**src/rtl/ctmr_pkg.sv**
```systemverilog
package ctmr_pkg;
    localparam int         SEL_W       = 2;
    localparam logic [1:0] SRC_CASCADE = 2'b11;
    localparam int         CB_RUN      = 2;
    localparam int         CB_IE       = 3;
    localparam int         CB_LOAD     = 4;
endpackage

```
**src/rtl/ctmr_regs.sv**
```systemverilog
module ctmr_regs
    import ctmr_pkg::*;
#(
    parameter int N_TMR = 4,
    parameter int TW    = 8,
    localparam int IDX_W = $clog2(N_TMR)
) (
    input  logic                        clk_i,
    input  logic                        rst_ni,
    input  logic                        wr_en_i,
    input  logic [IDX_W-1:0]            wr_idx_i,
    input  logic                        wr_ctrl_i,
    input  logic                        wr_wide_i,
    input  logic [2*TW-1:0]             wr_data_i,
    output logic [N_TMR-1:0][TW-1:0]    base_o,
    output logic [N_TMR-1:0][SEL_W-1:0] sel_o,
    output logic [N_TMR-1:0]            run_o,
    output logic [N_TMR-1:0]            ie_o,
    output logic [N_TMR-1:0]            load_o
);
    typedef struct packed {
        logic [N_TMR-1:0][TW-1:0]    base;
        logic [N_TMR-1:0][SEL_W-1:0] sel;
        logic [N_TMR-1:0]            run;
        logic [N_TMR-1:0]            ie;
    } regs_t;

    regs_t            regs_d, regs_q;
    logic [IDX_W-1:0] odd_idx;

    assign odd_idx = {wr_idx_i[IDX_W-1:1], 1'b1};

    always_comb begin
        regs_d = regs_q;
        load_o = '0;
        if (wr_en_i) begin
            if (wr_ctrl_i) begin
                regs_d.sel[wr_idx_i] = wr_data_i[SEL_W-1:0];
                regs_d.run[wr_idx_i] = wr_data_i[CB_RUN];
                regs_d.ie[wr_idx_i]  = wr_data_i[CB_IE];
                load_o[wr_idx_i]     = wr_data_i[CB_LOAD];
            end else if (!wr_wide_i) begin
                regs_d.base[wr_idx_i] = wr_data_i[TW-1:0];
            end else if (!wr_idx_i[0] && (int'(odd_idx) < N_TMR)) begin
                regs_d.base[wr_idx_i] = wr_data_i[TW-1:0];
                regs_d.base[odd_idx]  = wr_data_i[2*TW-1:TW];
            end
        end
    end

    always_ff @(posedge clk_i) begin
        if (!rst_ni) regs_q <= '0;
        else         regs_q <= regs_d;
    end

    assign base_o = regs_q.base;
    assign sel_o  = regs_q.sel;
    assign run_o  = regs_q.run;
    assign ie_o   = regs_q.ie;
endmodule

```
**src/rtl/ctmr_link.sv**
```systemverilog
module ctmr_link
    import ctmr_pkg::*;
#(
    parameter int N_TMR = 4,
    parameter int TW    = 8,
    parameter int N_SRC = 3
) (
    input  logic [N_TMR-1:0][TW-1:0]    cnt_i,
    input  logic [N_TMR-1:0][SEL_W-1:0] sel_i,
    input  logic [N_TMR-1:0]            run_i,
    input  logic [N_SRC-1:0]            src_tick_i,
    output logic [N_TMR-1:0]            adv_o,
    output logic [N_TMR-1:0]            uf_o,
    output logic [N_TMR-1:0]            top_o,
    output logic [N_TMR-1:0]            rel_o
);
    logic carry;
    logic tk;

    // carry ripples upward; stage 0 on cascade sees no carry and stays idle
    always_comb begin
        carry = 1'b0;
        for (int i = 0; i < N_TMR; i++) begin
            tk = 1'b0;
            if (sel_i[i] == SRC_CASCADE) begin
                tk = carry;
            end else begin
                for (int s = 0; s < N_SRC; s++) begin
                    if (sel_i[i] == SEL_W'(s)) tk = src_tick_i[s];
                end
            end
            adv_o[i] = run_i[i] & tk;
            uf_o[i]  = adv_o[i] & (cnt_i[i] == '0);
            carry    = uf_o[i];
        end
    end

    // group top detection and group-wide reload travel downward
    always_comb begin
        top_o[N_TMR-1] = 1'b1;
        rel_o[N_TMR-1] = uf_o[N_TMR-1];
        for (int i = N_TMR - 2; i >= 0; i--) begin
            top_o[i] = (sel_i[i+1] != SRC_CASCADE);
            rel_o[i] = top_o[i] ? uf_o[i] : rel_o[i+1];
        end
    end
endmodule

```
**src/rtl/ctmr_counters.sv**
```systemverilog
module ctmr_counters #(
    parameter int N_TMR = 4,
    parameter int TW    = 8
) (
    input  logic                     clk_i,
    input  logic                     rst_ni,
    input  logic [N_TMR-1:0][TW-1:0] base_i,
    input  logic [N_TMR-1:0]         load_i,
    input  logic [N_TMR-1:0]         ie_i,
    input  logic [N_TMR-1:0]         adv_i,
    input  logic [N_TMR-1:0]         uf_i,
    input  logic [N_TMR-1:0]         top_i,
    input  logic [N_TMR-1:0]         rel_i,
    output logic [N_TMR-1:0][TW-1:0] cnt_o,
    output logic [N_TMR-1:0]         irq_o,
    output logic [N_TMR-1:0]         tout_o
);
    typedef struct packed {
        logic [N_TMR-1:0][TW-1:0] cnt;
        logic [N_TMR-1:0]         tout;
        logic [N_TMR-1:0]         irq;
    } cnt_t;

    cnt_t st_d, st_q;

    always_comb begin
        st_d = st_q;
        for (int i = 0; i < N_TMR; i++) begin
            if (load_i[i]) begin
                st_d.cnt[i] = base_i[i];
            end else if (adv_i[i]) begin
                if (st_q.cnt[i] == '0) st_d.cnt[i] = rel_i[i] ? base_i[i] : '1;
                else                   st_d.cnt[i] = st_q.cnt[i] - 1'b1;
            end
            if (!top_i[i])     st_d.tout[i] = 1'b0;
            else if (uf_i[i])  st_d.tout[i] = ~st_q.tout[i];
            st_d.irq[i] = uf_i[i] & top_i[i] & ie_i[i];
        end
    end

    always_ff @(posedge clk_i) begin
        if (!rst_ni) st_q <= '0;
        else         st_q <= st_d;
    end

    assign cnt_o  = st_q.cnt;
    assign irq_o  = st_q.irq;
    assign tout_o = st_q.tout;
endmodule

```
**src/rtl/ctmr_cascade.sv**
```systemverilog
module ctmr_cascade
    import ctmr_pkg::*;
#(
    parameter int N_TMR = 4,
    parameter int TW    = 8,
    parameter int N_SRC = 3,
    localparam int IDX_W = $clog2(N_TMR)
) (
    input  logic             clk_i,
    input  logic             rst_ni,
    input  logic [N_SRC-1:0] src_tick_i,
    input  logic             wr_en_i,
    input  logic [IDX_W-1:0] wr_idx_i,
    input  logic             wr_ctrl_i,
    input  logic             wr_wide_i,
    input  logic [2*TW-1:0]  wr_data_i,
    output logic [N_TMR-1:0] irq_o,
    output logic [N_TMR-1:0] tout_o
);
    logic [N_TMR-1:0][TW-1:0]    base_w, cnt_w;
    logic [N_TMR-1:0][SEL_W-1:0] sel_w;
    logic [N_TMR-1:0]            run_w, ie_w, load_w;
    logic [N_TMR-1:0]            adv_w, uf_w, top_w, rel_w;

    ctmr_regs #(.N_TMR(N_TMR), .TW(TW)) u_regs (
        .clk_i     (clk_i),
        .rst_ni    (rst_ni),
        .wr_en_i   (wr_en_i),
        .wr_idx_i  (wr_idx_i),
        .wr_ctrl_i (wr_ctrl_i),
        .wr_wide_i (wr_wide_i),
        .wr_data_i (wr_data_i),
        .base_o    (base_w),
        .sel_o     (sel_w),
        .run_o     (run_w),
        .ie_o      (ie_w),
        .load_o    (load_w)
    );

    ctmr_link #(.N_TMR(N_TMR), .TW(TW), .N_SRC(N_SRC)) u_link (
        .cnt_i      (cnt_w),
        .sel_i      (sel_w),
        .run_i      (run_w),
        .src_tick_i (src_tick_i),
        .adv_o      (adv_w),
        .uf_o       (uf_w),
        .top_o      (top_w),
        .rel_o      (rel_w)
    );

    ctmr_counters #(.N_TMR(N_TMR), .TW(TW)) u_cnt (
        .clk_i  (clk_i),
        .rst_ni (rst_ni),
        .base_i (base_w),
        .load_i (load_w),
        .ie_i   (ie_w),
        .adv_i  (adv_w),
        .uf_i   (uf_w),
        .top_i  (top_w),
        .rel_i  (rel_w),
        .cnt_o  (cnt_w),
        .irq_o  (irq_o),
        .tout_o (tout_o)
    );
endmodule

```
**config.mk**
```make
export PLATFORM = sky130hd
export DESIGN_NAME = ctmr_cascade
export DESIGN_NICKNAME = d
export VERILOG_FILES = /design/src/rtl/ctmr_pkg.sv /design/src/rtl/ctmr_regs.sv /design/src/rtl/ctmr_link.sv /design/src/rtl/ctmr_counters.sv /design/src/rtl/ctmr_cascade.sv
export SDC_FILE = /design/constraint.sdc
export NUM_CORES = 1
export LEC_CHECK = 0
export ABC_AREA = 1
export CORE_UTILIZATION = 55
export DETAILED_ROUTE_END_ITERATION = 12
export PLACE_DENSITY = 0.75
export SLEW_MARGIN = 0
export SYNTH_ARGS = -nofsm -noshare
export SYNTH_HDL_FRONTEND = slang
export SYNTH_HIERARCHICAL = 1
export SYNTH_SLANG_ARGS = --single-unit
```
**constraint.sdc**
```tcl
create_clock -name clk_i -period 4.9 [get_ports clk_i]
set_input_delay 0.98 -clock clk_i [delete_from_list [all_inputs] [get_ports clk_i]]
set_output_delay 0.98 -clock clk_i [all_outputs]
set_load 0.005 [all_outputs]
```
# Word level (Yosys, flattened, before mapping)
# Index checks and enable logic that the tools add are counted.
[classes]
n_addsub = 4
magnitude_cmp = 4
eq_ne = 16
mux = 52
bitwise = 21
n_reduce_logical = 19
[op_table]
columns = ["op", "n"]
rows = [
  ["8-bit 2-to-1 mux", 18],
  ["32-bit bitwise mux", 2],
  ["32-bit 2-to-1 mux", 2],
  ["8-bit logical NOT", 4],
  ["8-bit by 1-bit subtractor with 8-bit output (second input constant)", 4],
  ["1-bit 2-to-1 mux", 20],
  ["8-bit demux with 2-bit select", 1],
  ["2-bit equality test (second input constant)", 8],
  ["1-bit AND", 15],
  ["4-bit bitwise mux", 2],
  ["8-bit bitwise mux", 1],
  ["8-bit demux with 1-bit select", 1],
  ["2-bit by 1-bit equality test with 1-bit output (second input constant)", 4],
  ["2-bit logical NOT", 4],
  ["4-bit 2-to-1 mux", 2],
  ["2-bit inequality test (second input constant)", 4],
  ["2-bit AND reduction", 4],
  ["2-bit nonzero test", 4],
  ["2-bit by 3-bit less-than comparator with 1-bit output (second input constant)", 2],
  ["1-bit inverter", 5],
  ["4-bit AND", 1],
  ["2-bit demux with 2-bit select", 1],
  ["2-bit by 1-bit >= comparator with 1-bit output (second input constant)", 2],
  ["3-bit AND reduction", 1],
  ["3 further kinds", 4],
]
[word_totals]
regBits = 88
in_bits = 26
output_inout_bits = 8
elab_cells = 135

# Depth between registers and ports, before layout
[logic_depth]
word_depth = 23
depth_mapped = 18
mapped_depth_nobuf = 18

# Cells and area by module
# Netlist, hierarchy kept.
[by_module_without_submodules]
columns = ["module", "instances", "cells_each", "area_each_um2", "seq_area_each_um2"]
rows = [
  ["ctmr_counters", 1, 420, 2667.6, 800.8],
  ["ctmr_regs", 1, 277, 2093.3, 960.9],
  ["ctmr_link", 1, 86, 430.4, 0.0],
]

# Worst setup path after synthesis
# OpenSTA, ideal clock, no wires.
[synth_timing]
kind = "input port to flip-flop"
from = "input port src_tick_i[0]"
to = "register u_cnt.st_q, in the netlist u_cnt/cnt_o[24]"
setup_ps = 119
arrival_time_ps = 2448
required_time_ps = 4781
slack_ps = 2333
stages = 17
path_buffers = 2
path_cell_list = "inv_1 nor2_1 nor2_1 nor2_2 nand2_2 nand2_2 nand3_4 nand2_4 nand3_2 nand2_1 and3_1 buf_4 or2_1 clkbuf_1 nand2_1 o21ai_1 a21oi_1"
[synth_between]
elab_chain_cells = 19
elab_cells_between_ends = 29
cone_classes = "20 x mux; 8 x bitwise; 1 x reduce/logical"
[synth_rtl]
columns = ["element", "line", "text"]
rows = [
  ["from (decl)", "ctmr_cascade.sv:11", "input logic [N_SRC-1:0] src_tick_i,"],
  ["1-bit 2-to-1 mux (3 in a row)", "ctmr_link.sv:29", "if (sel_i[i] == SEL_W'(s)) tk = src_tick_i[s];"],
  ["1-bit 2-to-1 mux", "ctmr_link.sv:25", "if (sel_i[i] == SRC_CASCADE) begin"],
  ["1-bit AND", "ctmr_link.sv:32", "adv_o[i] = run_i[i] & tk;"],
  ["net adv_w[0]", "ctmr_cascade.sv:23", "logic [N_TMR-1:0] adv_w, uf_w, top_w, rel_w;"],
  ["1-bit AND", "ctmr_link.sv:33", "uf_o[i] = adv_o[i] & (cnt_i[i] == '0);"],
  ["1-bit 2-to-1 mux", "ctmr_link.sv:25", ""],
  ["1-bit AND", "ctmr_link.sv:32", ""],
  ["1-bit AND", "ctmr_link.sv:33", ""],
  ["(+2 left out)", "-", ""],
  ["1-bit AND", "ctmr_link.sv:33", ""],
  ["1-bit 2-to-1 mux", "ctmr_link.sv:25", ""],
  ["1-bit AND", "ctmr_link.sv:32", ""],
  ["1-bit AND", "ctmr_link.sv:33", ""],
  ["net u_link.carry", "ctmr_link.sv:17", "logic carry;"],
  ["8-bit 2-to-1 mux (2 in a row)", "ctmr_counters.sv:32", "if (st_q.cnt[i] == '0) st_d.cnt[i] = rel_i[i] ? base_i[i] : '1;"],
  ["8-bit 2-to-1 mux", "ctmr_counters.sv:31", "end else if (adv_i[i]) begin"],
  ["8-bit 2-to-1 mux", "ctmr_counters.sv:29", "if (load_i[i]) begin"],
  ["to (signal assigned)", "ctmr_counters.sv:43", "else st_q <= st_d;"],
  ["to (decl)", "ctmr_counters.sv:24", "cnt_t st_d, st_q;"],
]
# The timed path passes the listed nets, and every way through them passes these cells. The select of a mux whose other input is x is not followed.
# A chain may end at the register's enable or synchronous reset.

# Worst setup path after layout
[layout_timing]
from = "input port wr_idx_i[1]"
to = "register u_cnt.st_q, in the netlist u_cnt/cnt_o[29]"
[layout_between]
elab_chain_cells = 8
elab_cells_between_ends = 10
cone_classes = "2 x order compare; 5 x mux; 1 x bitwise; 2 x reduce/logical"
[layout_rtl]
columns = ["element", "line", "text"]
rows = [
  ["from (decl)", "ctmr_cascade.sv:13", "input logic [IDX_W-1:0] wr_idx_i,"],
  ["2-bit by 3-bit less-than comparator with 1-bit output (implied by the code) or 2-bit by 1-bit >= comparator with 1-bit output (tied branches)", "ctmr_regs.sv:41", "load_o[wr_idx_i] = wr_data_i[CB_LOAD];"],
  ["1-bit logical AND (implied by the code)", "ctmr_regs.sv:41", ""],
  ["1-bit 2-to-1 mux (implied by the code)", "ctmr_regs.sv:41", ""],
  ["1-bit demux with 2-bit select *", "-", ""],
  ["4-bit AND (no source line) *", "-", ""],
  ["4-bit 2-to-1 mux *", "ctmr_regs.sv:37", "if (wr_ctrl_i) begin"],
  ["4-bit 2-to-1 mux *", "ctmr_regs.sv:36", "if (wr_en_i) begin"],
  ["net load_w[3]", "ctmr_cascade.sv:22", "logic [N_TMR-1:0] run_w, ie_w, load_w;"],
  ["8-bit 2-to-1 mux or 2-bit nonzero test (tied branches)", "-", ""],
]
# The timed path passes the listed nets; every way through them passes the cells marked *.

==> impl_metrics.env <==
export IMPL_outcome="finished, final reports clean"
export IMPL_clock_latency_ns=0.36
export IMPL_p_total_mw=1.66
export IMPL_seq_area_frac_synth=0.339
export IMPL_finalSetupViolations=0
export IMPL_utilization=0.623
export IMPL_ys_ff_latch=88
export IMPL_cts_num_sinks=88
export IMPL_power_frac_seq=0.459
export IMPL_switching_share=0.304
export IMPL_p_clk_frac=0.343
export IMPL_post_cts_setup_buffer_count=0
export IMPL_design_die_area_mm2=0.00983
export IMPL_path_class="in -> reg"
export IMPL_post_cts_resized=0
export IMPL_internal_power_mw=1.16
export IMPL_dr_pass1_iters=5
export IMPL_setup_ws_ns=1.43
export IMPL_tightest_slew_ns=0.993
export IMPL_synth_cell_types=41
export IMPL_yosys_top_cells_count="nand2_1, dfxtp_1, inv_1"
export IMPL_drt_iter0_drc=303
export IMPL_vias_per_cell=5.49
export IMPL_antenna_found_initial=0
export IMPL_wire_per_inst_um=14.3
export IMPL_ios=34
export IMPL_die_y_um=99.2
export IMPL_synth_edf_count=0
export IMPL_hpwlAfterDp_um=9680
export IMPL_critical_path_required_ns=5.19
export IMPL_ctsHoldBuffers=0
export IMPL_p_leak_nw=2.55
export IMPL_synth_warnings=6
export IMPL_cts_made_buffers=9
export IMPL_start_kind="primary input"
export IMPL_cts_tree="done"
export IMPL_fmax_ghz=0.288
export IMPL_hp_class="reg -> reg"
export IMPL_coreArea_mm2=0.00920
export IMPL_cpMostUsedCell="nand2_1"
export IMPL_p_comb_frac=0.198
export IMPL_setup_tns_ns=0
export IMPL_power_density_mw_per_mm2=290
export IMPL_post_route_period_util=0.708
export IMPL_overflow=0
export IMPL_drive_above_1_share=0.0844
export IMPL_grt_pass1_vias=4626
export IMPL_clock_skew_final_ns=0.0117
export IMPL_die_x_um=99.2
export IMPL_cp_num_buf_inv=2
export IMPL_syn_nets=817
export IMPL_stdcell_count=917
export IMPL_ir_worst_vdd_uv=252
export IMPL_synth_main_ff_cell="dfxtp_1"
export IMPL_dp_cells=901
export IMPL_pre_cts_slack_ns=1.14
export IMPL_place_congestion=0.941
export IMPL_antennaDiodeCount=0
export IMPL_totalWireLength_um=13100
export IMPL_vias=5031
export IMPL_portBuffers=33
export IMPL_syn_area_mm2=0.00519
export IMPL_drv_slew=0
export IMPL_ant_nets=0
export IMPL_fin_nets=835
export IMPL_crit_slowest_cell="clkdlybuf4s50_1"
export IMPL_cts_clk_slew_worst_paths_ns=0.09
export IMPL_gr_usage_all_layers=0.276
export IMPL_switching_power_mw=0.504
export IMPL_end_kind="flop"
export IMPL_rsz0062_at_grt="false"
export IMPL_yosysMostFrequentCell="nand2_1"
export IMPL_netlist_top_cells_area="dfxtp_1, nand2_1, o21ai_0, a21oi_1, inv_1"
export IMPL_grt_pass1_wl_um=21700
export IMPL_drc=0
export IMPL_fin_crit_ns=3.47
export IMPL_yosys_area_top_type="dfxtp_1"
export IMPL_cts_buffer_depth=2
export IMPL_crit_family="buffers and inverters"
export IMPL_hold_viol=0
export IMPL_path_cells="clkdlybuf4s50_1 -> nand2_2 -> nor3_1 -> nor2_1 -> inv_1 -> nand2_1 -> nand2_1 -> nand2_1 -> nor2_1"
export IMPL_netlist_instances=783
export IMPL_maxCapViolCount=0
export IMPL_max_stage_delay_ns=1.13
export IMPL_async_flop_share=0
export IMPL_htreeDepth=3
export IMPL_row_count=35
export IMPL_syn_to_final_growth_pct=10.4
export IMPL_synth_top_area_share=0.339
export IMPL_synth_avg_cell_area_um2=6.63
export IMPL_path_max_fanout=20
export IMPL_initial_core_util=0.564
export IMPL_timing_slew_headroom=0.336
export IMPL_cts_root_buffer="clkbuf_8"
export IMPL_crit_arrival_ns=3.76
export IMPL_grt_max_degree=38
==> worst reg2reg max path, stage by stage, from the launching register on <==
cell	delay [ns]
dfxtp_1	0.40
nor2_1	0.13
nand2_1	0.06
nor2_1	0.26
nand4_1	0.15
nand2_1	0.11
nand4_2	0.14
a21boi_1	0.22
or2_0	0.41
nand3_1	0.17
nand3_1	0.10
a21oi_1	0.06
==> cell usage in the layout, fill, tap and decap left out, drive strengths merged, types with 3 or more instances in the layout <==
cell type / n
inv: 89
nor2: 98
dfxtp: 88
or2: 6
clkdlybuf4s50: 32
clkbuf: 10
nor3: 3
xnor2: 4
a21oi: 80
a31oi: 5
nand2: 189
nand3: 62
ha: 8
nand3b: 18
nand4: 8
o21ai: 90
==> layer usage <==
layer | global-route usage | vias to the layer above | share of wire
met5 | 0 | - | 0
met4 | 0.0803 | 0 | 0.021
met3 | 0.0485 | 23 | 0.054
met2 | 0.467 | 133 | 0.46
met1 | 0.364 | 2290 | 0.47
li1 | - | 2585 | -
==> power by group through the flow <==
| stage | registers, mW | clock network, mW | logic [mW] |
|---|---|---|---|
| floorplan | 0.772 | 0 | 0.241 |
| global placement | 0.778 | 0 | 0.317 |
| detailed placement | 0.778 | 0 | 0.322 |
| CTS | 0.762 | 0.583 | 0.323 |
| global route | 0.766 | 0.610 | 0.370 |
| finish | 0.762 | 0.570 | 0.328 |
==> path summary, 6_finish.rpt <==
| check | startpoint | end | slack (ns) | cells past startpoint |
|---|---|---|---|---|
| hold / removal | u_regs/ie_o[2] | u_cnt/irq_o[2] | 0.44 | 2 |
| hold reg to reg | u_regs/ie_o[2] | u_cnt/irq_o[2] | 0.44 | 2 |
| setup / recovery | wr_idx_i[1] | u_cnt/cnt_o[29] | 1.43 | 9 |
| setup reg to reg | u_cnt/cnt_o[27] | u_cnt/cnt_o[11] | 2.60 | 11 |
==> metrics by stage <==
stage                     hold slack, ns  area (um^2)
after global placement             0.429         5500
after CTS                          0.444         5730
after detailed placement           0.427         5500
after global routing               0.480         5730
final                              0.438         5730
after floorplan                    0.414         5190
==> final cells by class <==
class / instances / area (um^2)
clock buffer: 10 / 138
clock inverter: 6 / 90.1
fill: 876 / 3470
inverter: 87 / 327
multi-input combinational: 581 / 2940
sequential: 88 / 1760
tap: 111 / 139
timing repair buffer: 34 / 333
==> cells by family after synthesis <==
logic type               after synthesis  synth area share
AND/OR/NAND/NOR                      390             0.355
AO/OA/AOI/OAI                        177             0.184
buffers and inverters                114            0.0940
flip-flops                            88             0.339
adder cells (fa/ha/maj)                8            0.0193
XOR/XNOR                               5           0.00844
other                                  1          0.000722
==> registers in the layout (all words and copies together), names as in the netlist <==
register       cells
u_cnt/cnt_o       32
u_regs/base_o     32
u_regs/sel_o       8
u_cnt/irq_o        4
u_cnt/tout_o       4
u_regs/ie_o        4
u_regs/run_o       4
Power figures use the tool's default switching activity.
